==> config.mk <==
export PLATFORM = sky130hd
export DESIGN_NAME = dslope_seq
export DESIGN_NICKNAME = d
export VERILOG_FILES = /design/src/rtl/dslope_pkg.sv /design/src/rtl/dslope_bcd_digit.sv /design/src/rtl/dslope_bcd_counter.sv /design/src/rtl/dslope_seq.sv
export SDC_FILE = /design/constraint.sdc
export NUM_CORES = 1
export LEC_CHECK = 0
export ABC_AREA = 1
export ABC_CLOCK_PERIOD_IN_PS = 1550
export CAP_MARGIN = 20
export CORE_MARGIN = 4
export CORE_UTILIZATION = 30
export CTS_BUF_LIST = sky130_fd_sc_hd__clkbuf_4 sky130_fd_sc_hd__clkbuf_8
export CTS_CLUSTER_SIZE = 8
export DETAILED_ROUTE_END_ITERATION = 7
export GPL_ROUTABILITY_DRIVEN = 0
export PLACE_DENSITY = 0.53
export SYNTH_ARGS = -nofsm -noshare
export SYNTH_HDL_FRONTEND = slang
export SYNTH_SLANG_ARGS = --single-unit
==> constraint.sdc <==
create_clock -name clk_i -period 1.55 [get_ports clk_i]
set_input_delay 0.31 -clock clk_i [delete_from_list [all_inputs] [get_ports clk_i]]
set_output_delay 0.31 -clock clk_i [all_outputs]
set_load 0.01 [all_outputs]
==> src/rtl/dslope_pkg.sv <==
package dslope_pkg;

    typedef enum logic [1:0] {
        PH_ZERO  = 2'd0,
        PH_SIG   = 2'd1,
        PH_REF   = 2'd2
    } phase_e;

    // Binary to packed BCD, eight nibbles, least significant digit in bits 3:0.
    function automatic logic [31:0] to_bcd(input int unsigned v);
        logic [31:0] r;
        int unsigned t;
        r = '0;
        t = v;
        for (int i = 0; i < 8; i++) begin
            r[4*i +: 4] = 4'(t % 10);
            t = t / 10;
        end
        return r;
    endfunction

endpackage

==> src/rtl/dslope_bcd_digit.sv <==
module dslope_bcd_digit #(
    parameter int LAST = 9
) (
    input  logic       clk_i,
    input  logic       rst_i,
    input  logic       clr_i,
    input  logic       inc_i,
    output logic [3:0] val_o
);

    logic [3:0] val_d, val_q;

    always_comb begin
        val_d = val_q;
        if (clr_i) begin
            val_d = '0;
        end else if (inc_i) begin
            val_d = (val_q == 4'(LAST)) ? 4'd0 : val_q + 4'd1;
        end
    end

    always_ff @(posedge clk_i) begin
        if (rst_i) begin
            val_q <= '0;
        end else begin
            val_q <= val_d;
        end
    end

    assign val_o = val_q;

    // a digit never leaves its decimal range
    assert_digit_range_R5: assert property (@(posedge clk_i) disable iff (rst_i)
        val_q <= 4'(LAST));

endmodule

==> src/rtl/dslope_bcd_counter.sv <==
module dslope_bcd_counter #(
    parameter int DIGITS = 3
) (
    input  logic                  clk_i,
    input  logic                  rst_i,
    input  logic                  clr_i,
    input  logic                  en_i,
    output logic [4*DIGITS+3:0]   count_o
);

    logic [DIGITS:0] carry;

    assign carry[0] = en_i;

    for (genvar g = 0; g <= DIGITS; g++) begin : g_digit
        localparam int LIM = (g == DIGITS) ? 1 : 9;

        dslope_bcd_digit #(
            .LAST (LIM)
        ) u_digit (
            .clk_i (clk_i),
            .rst_i (rst_i),
            .clr_i (clr_i),
            .inc_i (carry[g]),
            .val_o (count_o[4*g +: 4])
        );

        if (g < DIGITS) begin : g_carry
            assign carry[g+1] = carry[g] && (count_o[4*g +: 4] == 4'd9);
        end
    end

endmodule

==> src/rtl/dslope_seq.sv <==
module dslope_seq #(
    parameter int AZ_CYCLES = 1000,
    parameter int DIGITS    = 3
) (
    input  logic                clk_i,
    input  logic                rst_i,
    input  logic                cmp_i,
    output logic                sw_az_o,
    output logic                sw_in_o,
    output logic                sw_ref_o,
    output logic                ref_neg_o,
    output logic [4*DIGITS+3:0] reading_o,
    output logic                neg_o,
    output logic                ovr_o,
    output logic                valid_o
);
    import dslope_pkg::*;

    localparam int W      = 4 * DIGITS + 4;
    localparam int DECADE = 10 ** DIGITS;
    localparam int SCALE  = 2 * DECADE;

    localparam logic [W-1:0] ZERO_LAST = W'(to_bcd(AZ_CYCLES - 1));
    localparam logic [W-1:0] SIG_LAST  = W'(to_bcd(DECADE - 1));
    localparam logic [W-1:0] REF_LAST  = W'(to_bcd(SCALE - 1));

    typedef struct packed {
        phase_e         phase;
        logic           pos;
        logic [W-1:0]   reading;
        logic           neg;
        logic           ovr;
        logic           valid;
    } seq_t;

    seq_t          s_d, s_q;
    logic          clr_w;
    logic [W-1:0]  count_w;

    dslope_bcd_counter #(
        .DIGITS (DIGITS)
    ) u_count (
        .clk_i   (clk_i),
        .rst_i   (rst_i),
        .clr_i   (clr_w),
        .en_i    (1'b1),
        .count_o (count_w)
    );

    always_comb begin
        s_d       = s_q;
        s_d.valid = 1'b0;
        clr_w     = 1'b0;
        unique case (s_q.phase)
            PH_ZERO: begin
                if (count_w == ZERO_LAST) begin
                    s_d.phase = PH_SIG;
                    clr_w     = 1'b1;
                end
            end
            PH_SIG: begin
                if (count_w == SIG_LAST) begin
                    s_d.phase = PH_REF;
                    s_d.pos   = cmp_i;
                    clr_w     = 1'b1;
                end
            end
            PH_REF: begin
                if (cmp_i != s_q.pos) begin
                    s_d.reading = count_w;
                    s_d.ovr     = 1'b0;
                    s_d.neg     = ~s_q.pos;
                    s_d.valid   = 1'b1;
                    s_d.phase   = PH_ZERO;
                    clr_w       = 1'b1;
                end else if (count_w == REF_LAST) begin
                    s_d.reading = '1;
                    s_d.ovr     = 1'b1;
                    s_d.neg     = ~s_q.pos;
                    s_d.valid   = 1'b1;
                    s_d.phase   = PH_ZERO;
                    clr_w       = 1'b1;
                end
            end
            default: begin
                s_d.phase = PH_ZERO;
                clr_w     = 1'b1;
            end
        endcase
    end

    always_ff @(posedge clk_i) begin
        if (rst_i) begin
            s_q.phase   <= PH_ZERO;
            s_q.pos     <= 1'b0;
            s_q.reading <= '0;
            s_q.neg     <= 1'b0;
            s_q.ovr     <= 1'b0;
            s_q.valid   <= 1'b0;
        end else begin
            s_q <= s_d;
        end
    end

    assign sw_az_o   = (s_q.phase == PH_ZERO);
    assign sw_in_o   = (s_q.phase == PH_SIG);
    assign sw_ref_o  = (s_q.phase == PH_REF);
    assign ref_neg_o = sw_ref_o && s_q.pos;
    assign reading_o = s_q.reading;
    assign neg_o     = s_q.neg;
    assign ovr_o     = s_q.ovr;
    assign valid_o   = s_q.valid;

    // reset state
    assert_reset_state_R1: assert property (@(posedge clk_i)
        rst_i |=> (sw_az_o && !sw_in_o && !sw_ref_o && reading_o == '0
                   && !neg_o && !ovr_o && !valid_o));

    // auto-zero ends only at its programmed length
    assert_zero_len_R2: assert property (@(posedge clk_i) disable iff (rst_i)
        $fell(sw_az_o) |-> ($past(count_w) == ZERO_LAST && sw_in_o));

    // integration ends only after one decade of counts
    assert_sig_len_R3: assert property (@(posedge clk_i) disable iff (rst_i)
        ($fell(sw_in_o) && !$past(rst_i)) |-> ($past(count_w) == SIG_LAST && sw_ref_o));

    // reference sign follows the comparator at the end of integration
    assert_ref_sign_R4: assert property (@(posedge clk_i) disable iff (rst_i)
        $rose(sw_ref_o) |-> (ref_neg_o == $past(cmp_i)));

    // an in-range result is the count at the crossing
    assert_result_R5: assert property (@(posedge clk_i) disable iff (rst_i)
        ($fell(sw_ref_o) && !$past(rst_i) && !ovr_o)
            |-> (reading_o == $past(count_w) && neg_o == !$past(ref_neg_o)));

    // reference phase never runs past full scale
    assert_ref_bound_R6: assert property (@(posedge clk_i) disable iff (rst_i)
        sw_ref_o |-> (count_w <= REF_LAST));

    // overrange always carries the blanking code
    assert_ovr_code_R6: assert property (@(posedge clk_i) disable iff (rst_i)
        ovr_o |-> (reading_o == '1));

    // latches hold between strobes
    assert_hold_R7: assert property (@(posedge clk_i) disable iff (rst_i)
        (!valid_o && !$past(rst_i))
            |-> ($stable(reading_o) && $stable(neg_o) && $stable(ovr_o)));

    // strobe lasts a single cycle
    assert_strobe_once_R8: assert property (@(posedge clk_i) disable iff (rst_i)
        valid_o |=> !valid_o);

    // end of conversion strobes and restarts auto-zero together
    assert_restart_R9: assert property (@(posedge clk_i) disable iff (rst_i)
        ($fell(sw_ref_o) && !$past(rst_i)) |-> (valid_o && sw_az_o));

endmodule

==> results of run 1 <==
==> metrics by stage <==
| step | hold slack (ns) | setup WS (ns) | cells | util (%) | TNS (ns) |
|---|---|---|---|---|---|
| after global placement | 0.4359 | -0.1995 | 331 | 36.35 | -4.211 |
| after CTS | 0.4506 | 0.01223 | 339 | 38.84 | 0 |
| final | 0.4471 | 0.06749 | 343 | 40.26 | 0 |
| after global routing | 0.4730 | -0.02361 | 343 | 40.26 | -0.1173 |
| after floorplan | 0.3791 | 0.1546 | 233 | - | 0 |
| after detailed placement | 0.4384 | -0.2200 | 331 | 36.35 | -4.603 |
==> logic make-up after synthesis <==
family / count (synthesis) / synth area share, %
simple gates: 80 / 22.85
buf+inv: 58 / 16.20
compound gates: 45 / 12.60
flops: 38 / 42.11
xor+xnor: 10 / 4.848
fa+ha+maj: 2 / 1.385
==> final cells by class <==
type	count	area (µm²)
fillers	619	3516
multi-input cells	138	807.0
flip-flops and latches	38	764.5
repair buffers	47	422.9
inverters	37	138.9
well taps	75	93.84
clock buffers	6	82.58
clock inverters	2	60.06
==> power breakdown <==
group          switching [mW]  internal [mW]  leakage (nW)
combinational          0.0479         0.0428         0.542
sequential            0.00510          0.983         0.308
clock                   0.354          0.687        0.0714
total                   0.407           1.71         0.921
==> layout by cell type (no fill, tap or decap), types with 2 or more instances in the layout <==
| master | netlist | routed |
|---|---|---|
| a21oi_1 | 21 | 21 |
| buf_4 | 16 | 21 |
| bufinv_16 | 0 | 2 |
| clkbuf_8 | 0 | 6 |
| clkdlybuf4s50_1 | 0 | 21 |
| dfxtp_1 | 38 | 35 |
| dfxtp_2 | 0 | 3 |
| dlygate4sd2_1 | 0 | 4 |
| inv_1 | 36 | 35 |
| inv_2 | 1 | 2 |
| nand2_1 | 20 | 18 |
| nand2_2 | 3 | 4 |
| nand2_4 | 2 | 4 |
| nand3_1 | 11 | 9 |
| nand3_2 | 0 | 2 |
| nand4_1 | 2 | 2 |
| nor2_1 | 32 | 32 |
| nor2_4 | 2 | 4 |
| nor3_1 | 2 | 2 |
| o21ai_0 | 23 | 21 |
| o21ai_1 | 0 | 2 |
| xor2_1 | 9 | 9 |
==> routing by layer <==
metal,GRT usage (%),up-vias
met3,2.594,5
met4,3.453,0
li1,-,779
met1,12.80,650
met2,16.10,24
met5,0,-
==> registers in the layout, indices dropped and copies added, names as in the netlist <==
register / flops
reading_o: 16
u_count.g_digit.u_digit.val_o: 16
s_q: 3
neg_o: 1
ovr_o: 1
valid_o: 1
==> worst register-to-register path: cells and delay by family (launching register included) <==
| kind | cells | cell delay [ns] |
|---|---|---|
| and+or+nand+nor | 7 | 0.92 |
| DFF | 1 | 0.43 |
==> final timing paths <==
kind / to / from
min: reading_o[7]$_SDFFE_PP0P_ / reading_o[7]$_SDFFE_PP0P_
max reg2reg: u_count.g_digit[0].u_digit.val_o[0]$_SDFF_PP0_ / u_count.g_digit[2].u_digit.val_o[0]$_SDFFE_PP0P_
max: reading_o[4] / reading_o[4]$_SDFFE_PP0P_
min reg2reg: reading_o[7]$_SDFFE_PP0P_ / reading_o[7]$_SDFFE_PP0P_
==> repair_timing <==
item                                   CTS  global route
hold buffers                             0             0
setup buffers                            0             3
resized for setup                        7            13
endpoints found under the hold margin    0             0
setup endpoints to repair               16            17
pin swaps                                0             5
gates cloned                             0             1
==> summary.txt, run 1 <==
STA
  – Final Hold Viols: 0
  – Final period utilization: 95.65%
  – Count of final max-slew check failures: 0
  – Max transition margin: 78.29%
  – Crit path time final: 1.483 ns
  – F_max: 674.5 MHz
  – Count of final setup violators: 0
  – Clk_skew: roughly 0.0088 ns
  – Worst Tran Pin Value: about 0.33 ns

Placed design
  – Dpl hpwl: approximately 2500 µm
  – IO Port Bufs: 25
  – Placed instance area: 2140 µm²

Outcome
  – Outcome: complete, no violations

Worst setup path
  – CP Capture Type: output port
  – R2R Setup Slk: approximately 0.11 ns
  – WP data arrival: 1.17 ns
  – Crit-path max FO: 2
  – Worst R2R Path Depth: 7
  – Worst endpoint required time: 1.24 ns
  – Classification of the worst setup path: flop to output port
  – Worst path slowest cell: clkdlybuf4s50_1
  – Critical Path, Cell by Cell: clkdlybuf4s50_1
  – Cell family with most CP delay: buffers and inverters
  – CP bufs+invs: 1
  – Setup crit start kind: flop
  – Stages on the worst setup path: 1
  – CP max stage delay: 0.55 ns

Drt
  – Routed via count: 1458
  – Routed wire length: 3591 µm
  – WL/cell: 10.47 µm
  – Antenna viol nets, final: 0
  – DRC: 0
  – DR iter-0 viols: a little under 80
  – Vias per inst: 4.251
  – Routed length on met1: 1690 µm
  – DR WL met3: 120 µm
  – Pre-Repair DR Iteration Count: 4
  – Top layer reached by signal wires: met4
  – Met2 routed WL: 1730 µm

Clock network
  – Num Clock Sinks: 38
  – Largest buffer count on any clock path: 2
  – Clk_lat worst skew: 0.29 ns
  – CTS tree: done
  – CTS clk-pin slew, worst paths: about 0.080 ns
  – Clock root buffer: clkbuf_8
  – Cts bufs inserted: 5
  – H-tree depth: 2

Hold path
  – Hold Crit Class: flop to flop
  – Hold Crit Depth: 2

Final layout
  – Layout cell share with drive strength beyond 1: 20.15%
  – Final instance area: 2370 µm²
  – Antenna diode count: 0
  – Final #Nets: 272
  – Area grow syn2layout: 31.16%

Logic synthesis
  – Count leader, synth: dfxtp_1
  – Synth top area cells: dfxtp_1 (42%), inv_1 (7.5%), buf_4 (6.6%)
  – List of most frequent post-synthesis cells: dfxtp_1 (38), inv_1 (36), nor2_1 (32), o21ai_0 (23), a21oi_1 (21)
  – Synthesized cell area: 1807 µm²
  – FF+latch count, synth: 38
  – Post-synth ARST share: 0%
  – Distinct cell type count after synthesis: 24
  – Post-synthesis sequential area ratio: about 42%
  – Ys Warns: 0
  – Post-synth top area share: 42.11%
  – Synthesized area per cell: 7.754 µm²
  – Syn Nets: about 240
  – Post-synthesis cell count: 233
  – Post-synth EDFFs: 0
  – Area leader, netlist: dfxtp_1
  – Primary FF master, synth: dfxtp_1

Die
  – Initial Utilization: 30.70%
  – Die ar.: 7328 µm²
  – Die X: ~86 µm
  – DIE HEIGHT: 85.61 µm
  – Rows: 28
  – Core area: ~5900 µm²
  – Io pins: 26

Global routing
  – Antenna violations before repair: 0
  – Largest net degree at the start of global routing: 18
  – Grt total ovfl: 0
  – GRT Overall Usage: 9.944%
  – Vias in the first global route: 1318
  – Global-route wire length before repair: 5899 µm

Pwr
  – Max IR drop VDD: 470.6 µV
  – Total chip power: ~2.1 mW
  – Pwr dens: 894.6 nW/µm²
  – Leak Pwr: around 0.92 nW

Job
  – Max Cap Viol: 0
(Power assumes the default switching activity.)
==> run 2: changes to the inputs <==
--- a/config.mk
+++ b/config.mk
@@ -5,7 +5,7 @@
 export SDC_FILE = /design/constraint.sdc
 export NUM_CORES = 1
 export LEC_CHECK = 0
-export ABC_AREA = 1
+export ABC_AREA = 0
 export ABC_CLOCK_PERIOD_IN_PS = 1550
 export CAP_MARGIN = 20
 export CORE_MARGIN = 4
==> run 2 against run 1 <==
Against the previous run:
- the flow now finishes with violations (setup timing)
- area after synthesis grew 2.6%
- clock-buffer cell count is the same
- critical path depth grew 4
- via count grew 6.7%
- routed wire length grew 22%
- utilization grew 4.7 points
- register-to-register slack lost 0.51 ns
- clock skew shrank 0.0019 ns
==> summary.txt, run 2 <==
Outcome
  – Outcome: finished, violations left
  – Failing checks: setup timing

Final layout
  – Area grow syn2layout: 44.36%
  – Finished Layout Cells: approximately 340
  – Antenna diode count: 0
  – Layout cell share with drive strength beyond 1: 38.31%
  – Commonest non-fill, non-tap cell in the layout: buf_4
  – Final-layout fill cell count: 591
  – Most frequent cells in the layout: buf_4 (37), dfxtp_1 (28), nor2_1 (23)
  – Final Util: 44.92%
  – Final instance area: 2675 µm²
  – Final #Nets: 267

Drt
  – DRC: 0
  – WL/cell: around 13 µm
  – Routed via count: 1556
  – Vias per inst: 4.631
  – Pre-Repair DR Iteration Count: 4
  – Antenna viol nets, final: 0
  – DR iter-0 viols: 46
  – Routed wire length: 4392 µm

STA
  – Max transition margin: 61.20%
  – Count of final setup violators: 38
  – Count of final max-slew check failures: 0
  – Crit path time final: 1.954 ns
  – F_max: about 510 MHz
  – Final Hold Viols: 0
  – Setup tns final: -12.56 ns
  – Final period utilization: 126.0%
  – Clk_skew: 0.006828 ns
  – Unrepaired setup endpoints after global routing: yes
  – Worst Tran Pin Value: just under 0.6 ns
  – Final worst slack: -0.4036 ns

Global routing
  – Largest net degree at the start of global routing: 18
  – Antenna violations before repair: 0
  – GRT Overall Usage: 11.98%
  – Grt total ovfl: 0
  – Global-route wire length before repair: approximately 7000 µm
  – Vias in the first global route: 1519

Pwr
  – Leak Pwr: around 1.0 nW
  – Max IR drop VDD: around 350 µV
  – Pwr dens: 652.0 nW/µm²

Worst setup path
  – Critical Path Source: u_count.g_digit[3].u_digit.val_o[1]$_SDFFE_PP0P_
  – CP bufs+invs: 1
  – Worst r2r src: u_count.g_digit[3].u_digit.val_o[1]$_SDFFE_PP0P_
  – Cell family with most CP delay: simple AND/OR/NAND/NOR gates
  – CP max stage delay: between 0.5 and 0.6 ns
  – WP data arrival: between 2 and 2.5 ns
  – Setup crit start kind: flop
  – Classification of the worst setup path: flop to flop
  – Critical Path, Cell by Cell: or4b_1 -> or4_4 -> a21o_4 -> buf_6 -> a211oi_2
  – CP Capture Type: flop
  – Worst endpoint required time: 1.76 ns
  – Worst path slowest cell: or4b_1
  – Crit-path max FO: 5

Die
  – Rows: 28
  – Io pins: 26
  – Core area: 5956 µm²
  – Die X: between 80 and 90 µm
  – Die ar.: about 7500 µm²
  – DIE HEIGHT: 86.59 µm
  – Initial Utilization: 31.11%

Logic synthesis
  – Post-synthesis sequential area ratio: between 40 and 50%
  – Distinct cell type count after synthesis: 38
  – Post-synthesis cell count: 210
  – Synth top area cells: dfxtp_1 (41%), a211oi_2 (6.8%), buf_4 (6.5%)
  – FF+latch count, synth: 38
  – Count leader, synth: dfxtp_1
  – List of most frequent post-synthesis cells: dfxtp_1 (38), nor2_1 (23), inv_1 (22), a21oi_1 (16), buf_4 (16)
  – Area leader, netlist: dfxtp_1
  – Syn Nets: roughly 220
  – Post-synth EDFFs: 0
  – Synthesized cell area: about 1900 µm²
  – Post-synth top area share: 41.05%
  – Ys Warns: 0
  – Synthesized area per cell: approximately 8.8 µm²
  – Primary FF master, synth: dfxtp_1
  – Post-synth ARST share: 0%

Placed design
  – Placed Cells: approximately 320
  – Dpl hpwl: around 2900 µm
  – Place WS: -0.4830 ns
  – IO Port Bufs: 25
  – Placed instance area: about 2400 µm²

Clock network
  – Clock root buffer: clkbuf_8
  – Num Clock Sinks: 38
  – Clk_lat worst skew: 0.29 ns
  – H-tree depth: 2
  – CTS tree: done
  – Post-cts hold buffer count: 0
  – Largest buffer count on any clock path: 2
  – Cts bufs inserted: 5
  – CTS clk-pin slew, worst paths: 0.08 ns

Hold path
  – Hold Crit Class: flop to flop
  – Hold Crit Start: reading_o[8]$_SDFFE_PP0P_

Job
  – Max Cap Viol: 0
run 2: cell types whose count changed in the layout (fill, tap and decap cells not counted), moves of 8 or more:
cell	previous run	this run
nand2_1	18	8
o21ai_0	21	5
inv_1	35	22
nor2_1	32	23
a211oi_2	0	18
buf_4	21	37
a21oi_1	21	13
run 2: cells by family (layout without fill, tap and decap cells):
kind of cell | count (synthesis) | after routing | share of synthesized area, %
simple gates | 63 | 63 | 18.37
buf+inv | 47 | 98 | 13.77
compound gates | 46 | 46 | 18.57
flops | 38 | 38 | 41.05
xor+xnor | 11 | 11 | 5.199
mux | 3 | 3 | 1.688
fa+ha+maj | 2 | 2 | 1.350
run 2: through the flow:
| step | power (mW) | hold slack (ns) |
|---|---|---|
| global placement | 1.084 | 0.4455 |
| global route | 1.811 | 0.4878 |
| detailed placement | 1.085 | 0.4469 |
| CTS | 1.764 | 0.4710 |
| finish | 1.744 | 0.4659 |
| floorplan | 1.052 | 0.3885 |
run 2: worst register-to-register path, stage by stage (launching register included):
cell and delay [ns]:
dfxtp_2 0.33, or4b_1 0.51, or4_4 0.44, a21o_4 0.24, buf_6 0.14, a211oi_2 0.22
run 2: final cells by class:
cell class	count	area, µm²	share of cell area, %
clock buffers	6	82.58	3.087
inverters	22	82.58	3.087
multi-input cells	125	992.2	37.09
flip-flops and latches	38	773.2	28.91
well taps	75	93.84	3.508
repair buffers	70	650.6	24.32
run 2: worst paths after layout:
kind | cells past startpoint | slack, ns | endpoint
min | 2 | 0.47 | reading_o[8]$_SDFFE_PP0P_
max reg2reg | 5 | -0.40 | reading_o[13]$_SDFFE_PP0P_
max | 5 | -0.40 | reading_o[13]$_SDFFE_PP0P_
min reg2reg | 2 | 0.47 | reading_o[8]$_SDFFE_PP0P_
run 2: routing by layer:
| metal | wire length, µm | GRT usage [%] | share of wire (%) | vias up |
|---|---|---|---|---|
| li1 | - | - | - | 802 |
| met1 | 2046 | 15.31 | 47 | 726 |
| met2 | 2135 | 19.54 | 49 | 20 |
| met3 | 138 | 2.757 | 3.1 | 8 |
| met4 | 72 | 4.674 | 1.6 | 0 |
| met5 | 0 | 0 | 0 | - |
run 2: power by group:
part | internal (mW) | total [mW] | switching (mW)
registers | 0.983 | 0.986 | 0.00339
clock network | 0.343 | 0.679 | 0.336
logic | 0.0347 | 0.0792 | 0.0446
total | 1.36 | 1.74 | 0.384
run 2: what timing repair did:
| action | 4_1_cts | 5_1_grt |
|---|---|---|
| pin swaps | 15 | 8 |
| setup buffers | 1 | 3 |
| endpoints found under the setup margin | 42 | 41 |
| endpoints found under the hold margin | 0 | 0 |
| resized for setup | 24 | 18 |
| gates cloned | 1 | 2 |
